File: config.mk
export PLATFORM = sky130hd
export DESIGN_NAME = bsr_chain
export DESIGN_NICKNAME = d
export VERILOG_FILES = /design/src/rtl/bsr_pkg.sv /design/src/rtl/bsr_rst_sync.sv /design/src/rtl/bsr_capture_sel.sv /design/src/rtl/bsr_shift_chain.sv /design/src/rtl/bsr_update_bank.sv /design/src/rtl/bsr_pin_mux.sv /design/src/rtl/bsr_chain.sv
export SDC_FILE = /design/constraint.sdc
export NUM_CORES = 1
export LEC_CHECK = 0
export BUFFER_PORTS_ARGS = -buffer_cell sky130_fd_sc_hd__buf_2
export CAP_MARGIN = 0
export CELL_PAD_IN_SITES_DETAIL_PLACEMENT = 1
export CELL_PAD_IN_SITES_GLOBAL_PLACEMENT = 1
export CORE_MARGIN = 1.5
export CORE_UTILIZATION = 35
export CTS_CLUSTER_DIAMETER = 60
export DETAILED_ROUTE_END_ITERATION = 10
export GPL_TIMING_DRIVEN = 0
export HOLD_SLACK_MARGIN = 0.12
export PLACE_DENSITY_LB_ADDON = 0.1
export SYNTH_ARGS = -nofsm -noshare
export SYNTH_HDL_FRONTEND = slang
export SYNTH_HIERARCHICAL = 1
export SYNTH_SLANG_ARGS = --single-unit
File: constraint.sdc
create_clock -name tck -period 2.1 [get_ports tck]
set_input_delay 0.105 -clock tck [delete_from_list [all_inputs] [get_ports tck]]
set_output_delay 0.105 -clock tck [all_outputs]
set_load 0.01 [all_outputs]
File: src/rtl/bsr_pkg.sv
package bsr_pkg;

  typedef enum logic [1:0] {
    MODE_EXTEST   = 2'd0,
    MODE_SAMPLE   = 2'd1,
    MODE_SELFTEST = 2'd2,
    MODE_FUNC     = 2'd3
  } bsr_mode_e;

  typedef enum logic [2:0] {
    CK_GCTL = 3'd0,
    CK_OUT  = 3'd1,
    CK_BCTL = 3'd2,
    CK_BIO  = 3'd3,
    CK_IN   = 3'd4
  } cell_kind_e;

  function automatic logic test_drives(input logic [1:0] m);
    return (m == MODE_EXTEST) || (m == MODE_SELFTEST);
  endfunction

  function automatic int out_span(input int ngrp, input int gw);
    return ngrp * (gw + 1);
  endfunction

  function automatic int gctl_pos(input int g, input int gw);
    return g * (gw + 1);
  endfunction

  function automatic int opin_pos(input int p, input int gw);
    return (p / gw) * (gw + 1) + 1 + (p % gw);
  endfunction

  function automatic int bctl_pos(input int b, input int ngrp, input int gw);
    return out_span(ngrp, gw) + 2 * b;
  endfunction

  function automatic int bio_pos(input int b, input int ngrp, input int gw);
    return out_span(ngrp, gw) + 2 * b + 1;
  endfunction

  function automatic int in_pos(input int i, input int ngrp, input int gw, input int nbi);
    return out_span(ngrp, gw) + 2 * nbi + i;
  endfunction

  function automatic cell_kind_e kind_of(input int idx, input int ngrp, input int gw, input int nbi);
    int span;
    span = out_span(ngrp, gw);
    if (idx < span) begin
      if ((idx % (gw + 1)) == 0) return CK_GCTL;
      return CK_OUT;
    end
    if (idx < span + 2 * nbi) begin
      if (((idx - span) % 2) == 0) return CK_BCTL;
      return CK_BIO;
    end
    return CK_IN;
  endfunction

  function automatic int slot_of(input int idx, input int ngrp, input int gw, input int nbi);
    int span;
    int r;
    span = out_span(ngrp, gw);
    if (idx < span) begin
      r = idx % (gw + 1);
      if (r == 0) return idx / (gw + 1);
      return (idx / (gw + 1)) * gw + r - 1;
    end
    if (idx < span + 2 * nbi) return (idx - span) / 2;
    return idx - span - 2 * nbi;
  endfunction

endpackage

File: src/rtl/bsr_rst_sync.sv
module bsr_rst_sync (
  input  logic clk,
  input  logic arst_n,
  output logic rst_n_o
);
  logic [1:0] stage_q;
  logic [1:0] stage_d;

  always_comb stage_d = {stage_q[0], 1'b1};

  always_ff @(posedge clk or negedge arst_n) begin
    if (!arst_n) stage_q <= 2'b00;
    else         stage_q <= stage_d;
  end

  assign rst_n_o = stage_q[1];
endmodule

File: src/rtl/bsr_capture_sel.sv
module bsr_capture_sel
  import bsr_pkg::*;
#(
  parameter int N_GRP = 2,
  parameter int GRP_W = 2,
  parameter int N_BI  = 2,
  parameter int N_IN  = 3,
  localparam int N_OUT = N_GRP * GRP_W,
  localparam int LEN   = N_GRP * (GRP_W + 1) + 2 * N_BI + N_IN
) (
  input  logic [N_OUT-1:0] core_out,
  input  logic [N_GRP-1:0] core_out_en,
  input  logic [N_BI-1:0]  core_bi_en,
  input  logic [N_BI-1:0]  bi_in,
  input  logic [N_IN-1:0]  in_pin,
  output logic [LEN-1:0]   cap_vec
);
  for (genvar c = 0; c < LEN; c++) begin : g_cell
    localparam cell_kind_e KIND = kind_of(c, N_GRP, GRP_W, N_BI);
    localparam int         SLOT = slot_of(c, N_GRP, GRP_W, N_BI);
    if (KIND == CK_GCTL) begin : g_gctl
      assign cap_vec[c] = ~core_out_en[SLOT];
    end else if (KIND == CK_OUT) begin : g_out
      assign cap_vec[c] = core_out[SLOT];
    end else if (KIND == CK_BCTL) begin : g_bctl
      assign cap_vec[c] = ~core_bi_en[SLOT];
    end else if (KIND == CK_BIO) begin : g_bio
      assign cap_vec[c] = bi_in[SLOT];
    end else begin : g_in
      assign cap_vec[c] = in_pin[SLOT];
    end
  end
endmodule

File: src/rtl/bsr_shift_chain.sv
module bsr_shift_chain #(
  parameter int LEN = 13
) (
  input  logic           clk,
  input  logic           rst_n,
  input  logic           cap_en,
  input  logic           shf_en,
  input  logic           tdi,
  input  logic [LEN-1:0] cap_vec,
  output logic [LEN-1:0] sr_q,
  output logic           tdo
);
  logic [LEN-1:0] sr_d;

  always_comb begin
    sr_d = sr_q;
    if (cap_en)      sr_d = cap_vec;
    else if (shf_en) sr_d = {tdi, sr_q[LEN-1:1]};
  end

  always_ff @(posedge clk or negedge rst_n) begin
    if (!rst_n) sr_q <= '0;
    else        sr_q <= sr_d;
  end

  assign tdo = sr_q[0];
endmodule

File: src/rtl/bsr_update_bank.sv
module bsr_update_bank
  import bsr_pkg::*;
#(
  parameter int N_GRP = 2,
  parameter int GRP_W = 2,
  parameter int N_BI  = 2,
  localparam int N_LAT = N_GRP * (GRP_W + 1) + 2 * N_BI
) (
  input  logic             clk,
  input  logic             rst_n,
  input  logic             upd_en,
  input  logic [N_LAT-1:0] sr_par,
  output logic [N_LAT-1:0] upd_q
);
  for (genvar c = 0; c < N_LAT; c++) begin : g_lat
    localparam cell_kind_e KIND  = kind_of(c, N_GRP, GRP_W, N_BI);
    localparam logic       RST_V = (KIND == CK_GCTL) || (KIND == CK_BCTL);
    logic lat_d;

    always_comb lat_d = upd_en ? sr_par[c] : upd_q[c];

    always_ff @(posedge clk or negedge rst_n) begin
      if (!rst_n) upd_q[c] <= RST_V;
      else        upd_q[c] <= lat_d;
    end
  end
endmodule

File: src/rtl/bsr_pin_mux.sv
module bsr_pin_mux
  import bsr_pkg::*;
#(
  parameter int N_GRP = 2,
  parameter int GRP_W = 2,
  parameter int N_BI  = 2,
  localparam int N_OUT = N_GRP * GRP_W,
  localparam int N_LAT = N_GRP * (GRP_W + 1) + 2 * N_BI
) (
  input  logic [1:0]       test_mode,
  input  logic [N_LAT-1:0] upd_q,
  input  logic [N_OUT-1:0] core_out,
  input  logic [N_GRP-1:0] core_out_en,
  input  logic [N_BI-1:0]  core_bi_out,
  input  logic [N_BI-1:0]  core_bi_en,
  output logic [N_OUT-1:0] out_pin,
  output logic [N_OUT-1:0] out_oe,
  output logic [N_BI-1:0]  bi_pin_out,
  output logic [N_BI-1:0]  bi_oe
);
  logic drive_sel;
  assign drive_sel = test_drives(test_mode);

  for (genvar p = 0; p < N_OUT; p++) begin : g_opin
    localparam int DPOS = opin_pos(p, GRP_W);
    localparam int CPOS = gctl_pos(p / GRP_W, GRP_W);
    always_comb begin
      if (drive_sel) begin
        out_pin[p] = upd_q[DPOS];
        out_oe[p]  = ~upd_q[CPOS];
      end else begin
        out_pin[p] = core_out[p];
        out_oe[p]  = core_out_en[p / GRP_W];
      end
    end
  end

  for (genvar b = 0; b < N_BI; b++) begin : g_bpin
    localparam int DPOS = bio_pos(b, N_GRP, GRP_W);
    localparam int CPOS = bctl_pos(b, N_GRP, GRP_W);
    always_comb begin
      if (drive_sel) begin
        bi_pin_out[b] = upd_q[DPOS];
        bi_oe[b]      = ~upd_q[CPOS];
      end else begin
        bi_pin_out[b] = core_bi_out[b];
        bi_oe[b]      = core_bi_en[b];
      end
    end
  end
endmodule

File: src/rtl/bsr_chain.sv
module bsr_chain #(
  parameter int N_GRP = 2,
  parameter int GRP_W = 2,
  parameter int N_BI  = 2,
  parameter int N_IN  = 3,
  localparam int N_OUT     = N_GRP * GRP_W,
  localparam int N_LAT     = N_GRP * (GRP_W + 1) + 2 * N_BI,
  localparam int CHAIN_LEN = N_LAT + N_IN
) (
  input  logic             tck,
  input  logic             trst_n,
  input  logic             cap_en,
  input  logic             shf_en,
  input  logic             upd_en,
  input  logic [1:0]       test_mode,
  input  logic             tdi,
  output logic             tdo,
  input  logic [N_OUT-1:0] core_out,
  input  logic [N_GRP-1:0] core_out_en,
  output logic [N_OUT-1:0] out_pin,
  output logic [N_OUT-1:0] out_oe,
  input  logic [N_BI-1:0]  core_bi_out,
  input  logic [N_BI-1:0]  core_bi_en,
  input  logic [N_BI-1:0]  bi_in,
  output logic [N_BI-1:0]  bi_pin_out,
  output logic [N_BI-1:0]  bi_oe,
  input  logic [N_IN-1:0]  in_pin
);
  logic                 rst_sync_n;
  logic [CHAIN_LEN-1:0] cap_vec;
  logic [CHAIN_LEN-1:0] sr_q;
  logic [N_LAT-1:0]     upd_q;

  bsr_rst_sync u_rst (
    .clk     (tck),
    .arst_n  (trst_n),
    .rst_n_o (rst_sync_n)
  );

  bsr_capture_sel #(
    .N_GRP (N_GRP), .GRP_W (GRP_W), .N_BI (N_BI), .N_IN (N_IN)
  ) u_cap (
    .core_out    (core_out),
    .core_out_en (core_out_en),
    .core_bi_en  (core_bi_en),
    .bi_in       (bi_in),
    .in_pin      (in_pin),
    .cap_vec     (cap_vec)
  );

  bsr_shift_chain #(.LEN (CHAIN_LEN)) u_sr (
    .clk     (tck),
    .rst_n   (rst_sync_n),
    .cap_en  (cap_en),
    .shf_en  (shf_en),
    .tdi     (tdi),
    .cap_vec (cap_vec),
    .sr_q    (sr_q),
    .tdo     (tdo)
  );

  bsr_update_bank #(.N_GRP (N_GRP), .GRP_W (GRP_W), .N_BI (N_BI)) u_upd (
    .clk    (tck),
    .rst_n  (rst_sync_n),
    .upd_en (upd_en),
    .sr_par (sr_q[N_LAT-1:0]),
    .upd_q  (upd_q)
  );

  bsr_pin_mux #(.N_GRP (N_GRP), .GRP_W (GRP_W), .N_BI (N_BI)) u_mux (
    .test_mode   (test_mode),
    .upd_q       (upd_q),
    .core_out    (core_out),
    .core_out_en (core_out_en),
    .core_bi_out (core_bi_out),
    .core_bi_en  (core_bi_en),
    .out_pin     (out_pin),
    .out_oe      (out_oe),
    .bi_pin_out  (bi_pin_out),
    .bi_oe       (bi_oe)
  );
endmodule

Word-level counts from Yosys, hierarchy flattened --
Cells that the tools add are included.
Word-level totals: register bits 25, bits in latches 0, bits in writable memories 0, bits in read-only memories 0, memories kept 0
Cells by class: add/sub/neg operators 0, $mul 0, divide/modulo/power cells 0, $lt $le $gt $ge 0, equal/unequal tests 1, shifts and indexed selects 0, multiplexer cells 12, bitwise gates (word level) 8, reductions and logical operators 3
Operators with widths (count):
- 13-bit two-way mux | 2
- 1-bit two-way mux | 10
- 1-bit inverter | 8
- 2-bit == test (second input constant) | 1
- 2-bit logical NOT | 1
- 2-bit nonzero test | 1
- 1-bit logical OR | 1

Longest topological paths before layout --
depth in word-level cells 3, mapped depth 4

Hierarchy --
The synthesis kept the hierarchy.
By module, submodules not included:
- bsr_shift_chain | instances 1, cells each 57, area each 618.1 um^2, seq. area each 325.3 um^2
- bsr_update_bank | instances 1, cells each 21, area each 416.6 um^2, seq. area each 255.2 um^2
- bsr_pin_mux | instances 1, cells each 17, area each 136.4 um^2, seq. area each 0.0 um^2
- bsr_capture_sel | instances 1, cells each 13, area each 82.6 um^2, seq. area each 0.0 um^2
- bsr_rst_sync | instances 1, cells each 3, area each 53.8 um^2, seq. area each 50.0 um^2

Worst setup path before layout --
No wires, ideal clock.
path type flip-flop to output port, start register u_upd.upd_q[0], end output port out_oe[1], arrival time 868 ps, required time 1995 ps, setup slack 1127 ps, stages on the path, launching flop included 3, cell sequence dfstp_2 > o21ai_0 > buf_4
On the way: longest elaborated chain between the ends 2
Ends and longest elaborated chain:
- from (decl) | RTL line bsr_update_bank.sv:13 | output logic [N_LAT-1:0] upd_q
- from (signal, indexed assignment) | RTL line bsr_update_bank.sv:24 | else upd_q[c] <= lat_d;
- 1-bit inverter
- 1-bit two-way mux
- to (decl) | RTL line bsr_chain.sv:21 | output logic [N_OUT-1:0] out_oe,
Every way passes these cells.

Worst setup path in the final report --
start input port core_out_en[1], end output port out_oe[3]
On the way: longest elaborated chain between the ends 1
Ends and longest elaborated chain:
- from (decl) | RTL line bsr_chain.sv:19 | input logic [N_GRP-1:0] core_out_en,
- 1-bit two-way mux | RTL line bsr_pin_mux.sv:28 | if (drive_sel) begin
Every way passes these cells.

==> metrics.md <==
| Metric | Value |
|---|---|
| Outcome | complete, no violations |
| Worst EP arrival | 1.18 ns |
| Number of synthesis warnings | 6 |
| Post-cts sizing count | 0 |
| Synth Cell Area | 1310 um^2 |
| Drt first-iter violations | 16 |
| Final Skew | ~0.0051 ns |
| Antenna viol nets, final | 0 |
| Area growth from synthesis to layout | 26.0% |
| NumNets Final | 176 |
| Slowest CP cell | dlygate4sd3_1 |
| CP delay by family, top | buffers and inverters |
| Pin count of the biggest net entering global routing | 24 |
| Final Cell Area | 1650 um^2 |
| Antenna cell count | 0 |
| Reg clk slew, reported paths | 0.09 ns |
| Period utilization | 0.612 |
| Pwr Density | around 680 nW/um^2 |
| Fmax | 778 MHz |
| RSZ-0062 raised after global routing | false |
| Avg Synthesized Cell Area | approximately 12 um^2 |
| Buf/Inv on CP | 4 |
| Leading area contributor after synthesis | dfrtp_1 |
| 1st-pass router iterations | 3 |
| Die W | 64.1 um |
| Syn Inst Count | around 110 |
| Reg2reg setup slack | roughly 1.1 ns |
| Vias per cell | around 4.5 |
| Hold path depth | 2 |
| Core Util, Final | 0.454 |
| CP peak stage delay | 0.53 ns |
| Hold Crit Start | cap_en |
| Max H-tree Level | 1 |
| Synth cell count leaders | 21 x dfrtp_1, 17 x nand2_1, 13 x mux2i_1 |
| Syn nets | between 100 and 150 |
| VDD IR-drop max | 0.451 mV |
| Sequence of cells on the critical path | dlygate4sd3_1 > buf_2 > nand2_1 > o21ai_0 > buf_4 > buf_2 |
| Seq cells post-synth | 25 |
| Initial Util | 0.360 |
| Placed cell count | approximately 190 |
| Hold slack | between 0.1 and 0.15 ns |
| Max_cap viols | 0 |
| Final setup viols | 0 |
| I/O pin count | 36 |
| Post-DP HPWL | 1960 um |
| Synth Flop Type | dfrtp_1 |
| Initial antenna violation count | 0 |
| Number of global-route vias before repair | around 940 |
| # DRC | 0 |
| Die Area | between 4000 and 5000 um^2 |
| TNS Setup | 0 ns |
| R2R depth | 0 |
| Global-route congestion overflow total | 0 |
| Top cell by count, worst path | buf_2 |
| TritonCTS Sinks | 25 |
| Hold Path End | u_sr/sr_q[0] |
| RR Endpoint | u_sr/sr_q[1] |
| Post-CTS setup repair buffer count | 0 |
| Setup ws final | between 0.8 and 0.9 ns |
| Worst Path Required | roughly 2 ns |
| Placement Cell Area | roughly 1500 um^2 |
| Critical path fanouts, max | 2 |
| Post-synthesis sequential area ratio | 0.482 |
| Nature of the critical path endpoint | output port |
| Fin. max-slew vios | 0 |
| GRT Resource Usage Total | 0.153 |
| Total Power | roughly 1.1 mW |
| Synth top area share | 0.402 |
| Slew @ Worst Pin | about 0.95 ns |
| Routed Wire Length | 2810 um |
| Slew HR | 0.365 |
| Clock buffer depth | 2 |
| Crit start category | input port |
| Die H | roughly 64 um |
| Reg-to-Reg Start | u_rst/stage_q[1] |
| Worst hold path class | in -> reg |
| Lkg Pwr | roughly 0.84 nW |
| Core area | between 3000 and 4000 um^2 |
| Top-count cell post-synth | dfrtp_1 |
| Async SR Flop Fraction | 1.00 |
| CP Class | in -> out |
| CTS tree | yes |
| Place WS | between 1 and 1.5 ns |
| Synth cell types | 14 |
| Skew-Pair Late Insertion Delay | between 0.2 and 0.3 ns |
| Layout cell share with drive strength beyond 1 | 0.447 |
| IO Port Bufs | 27 |
| Synth top area cells | dfrtp_1 40%, mux2_4 14%, mux2i_1 10% |
| Site Rows | 22 |
| Fin. Hold Viols | 0 |
| Number of synthesized flops with an enable pin | 0 |
| WL/cell | 14.1 um |
| Root Driver | clkbuf_8 |
| Global-route wire length before repair | 4690 um |
| Crit path time final | around 1.3 ns |
| RD Place Congestion | 0.683 |
| Non-filler cells, final | 200 |
| Cts bufs inserted | 3 |
| DR vias | about 890 |
[cell families after synthesis]
kind of cell,Yosys count,synth area share
compound gates,17,0.0651
buf+inv,22,0.129
flops,25,0.482
mux,29,0.272
other cells,1,0.00287
simple gates,17,0.0488
[state kept, by name, indices dropped and copies added (netlist names)]
register,flops
u_rst/stage_q,2
u_upd/upd_q,10
u_sr/sr_q,13
[worst max path at each step]
stage / cells past startpoint / endpoint / slack (ns) / start
finish: 6 / out_oe[3] / 0.81 / core_out_en[1]
detailed placement: 0 / u_sr/sr_q[6] / 1.01 / u_rst/stage_q[1]
global placement: 0 / u_upd/upd_q[7] / 1.05 / u_rst/stage_q[1]
CTS: 6 / out_oe[3] / 0.80 / core_out_en[1]
global route: 6 / out_oe[3] / 0.71 / core_out_en[1]
floorplan: 2 / out_oe[1] / 1.13 / u_upd/upd_q[0]
[placed cells by master, fill, tap and decap left out]
cell type      Yosys  routed
buf_2              2      29
dfrtp_1           21      21
nand2_1           17      17
mux2i_1           13      13
buf_4             12      12
mux2_4            12      12
dlygate4sd3_1      0      10
o21ai_1           10      10
o21ai_0            7       7
inv_1              4       4
mux2_2             4       4
dfstp_2            4       4
clkbuf_8           0       3
buf_6              3       3
clkbuf_1           0       1
conb_1             1       1
buf_12             1       1
[final cells by class]
type | instances | area [um^2]
Buffer | 18 | 154
Clock buffer | 4 | 45.0
Fill cell | 417 | 1990
Inverter | 4 | 15.0
Multi-Input combinational cell | 64 | 508
Sequential cell | 25 | 631
Tap cell | 48 | 60.1
Timing Repair Buffer | 37 | 235
[power by group]
group | switching (mW) | internal, mW
Combinational | 0.0988 | 0.153
Sequential | 0.0448 | 0.546
Clock | 0.143 | 0.135
Total | 0.287 | 0.834
[timing repair]
item,4_1_cts,5_1_grt
endpoints found under the hold margin,11,0
hold buffers,10,0
endpoints found under the setup margin,0,0
[layer usage]
metal / share of wire / GRT usage / wire, um
met5: 0 / 0 / 0
met2: 0.49 / 0.254 / 1390
met4: 0.0068 / 0.0319 / 19
met1: 0.46 / 0.202 / 1300
met3: 0.041 / 0.0370 / 115
Note: power is estimated with default switching activity, not from simulation.
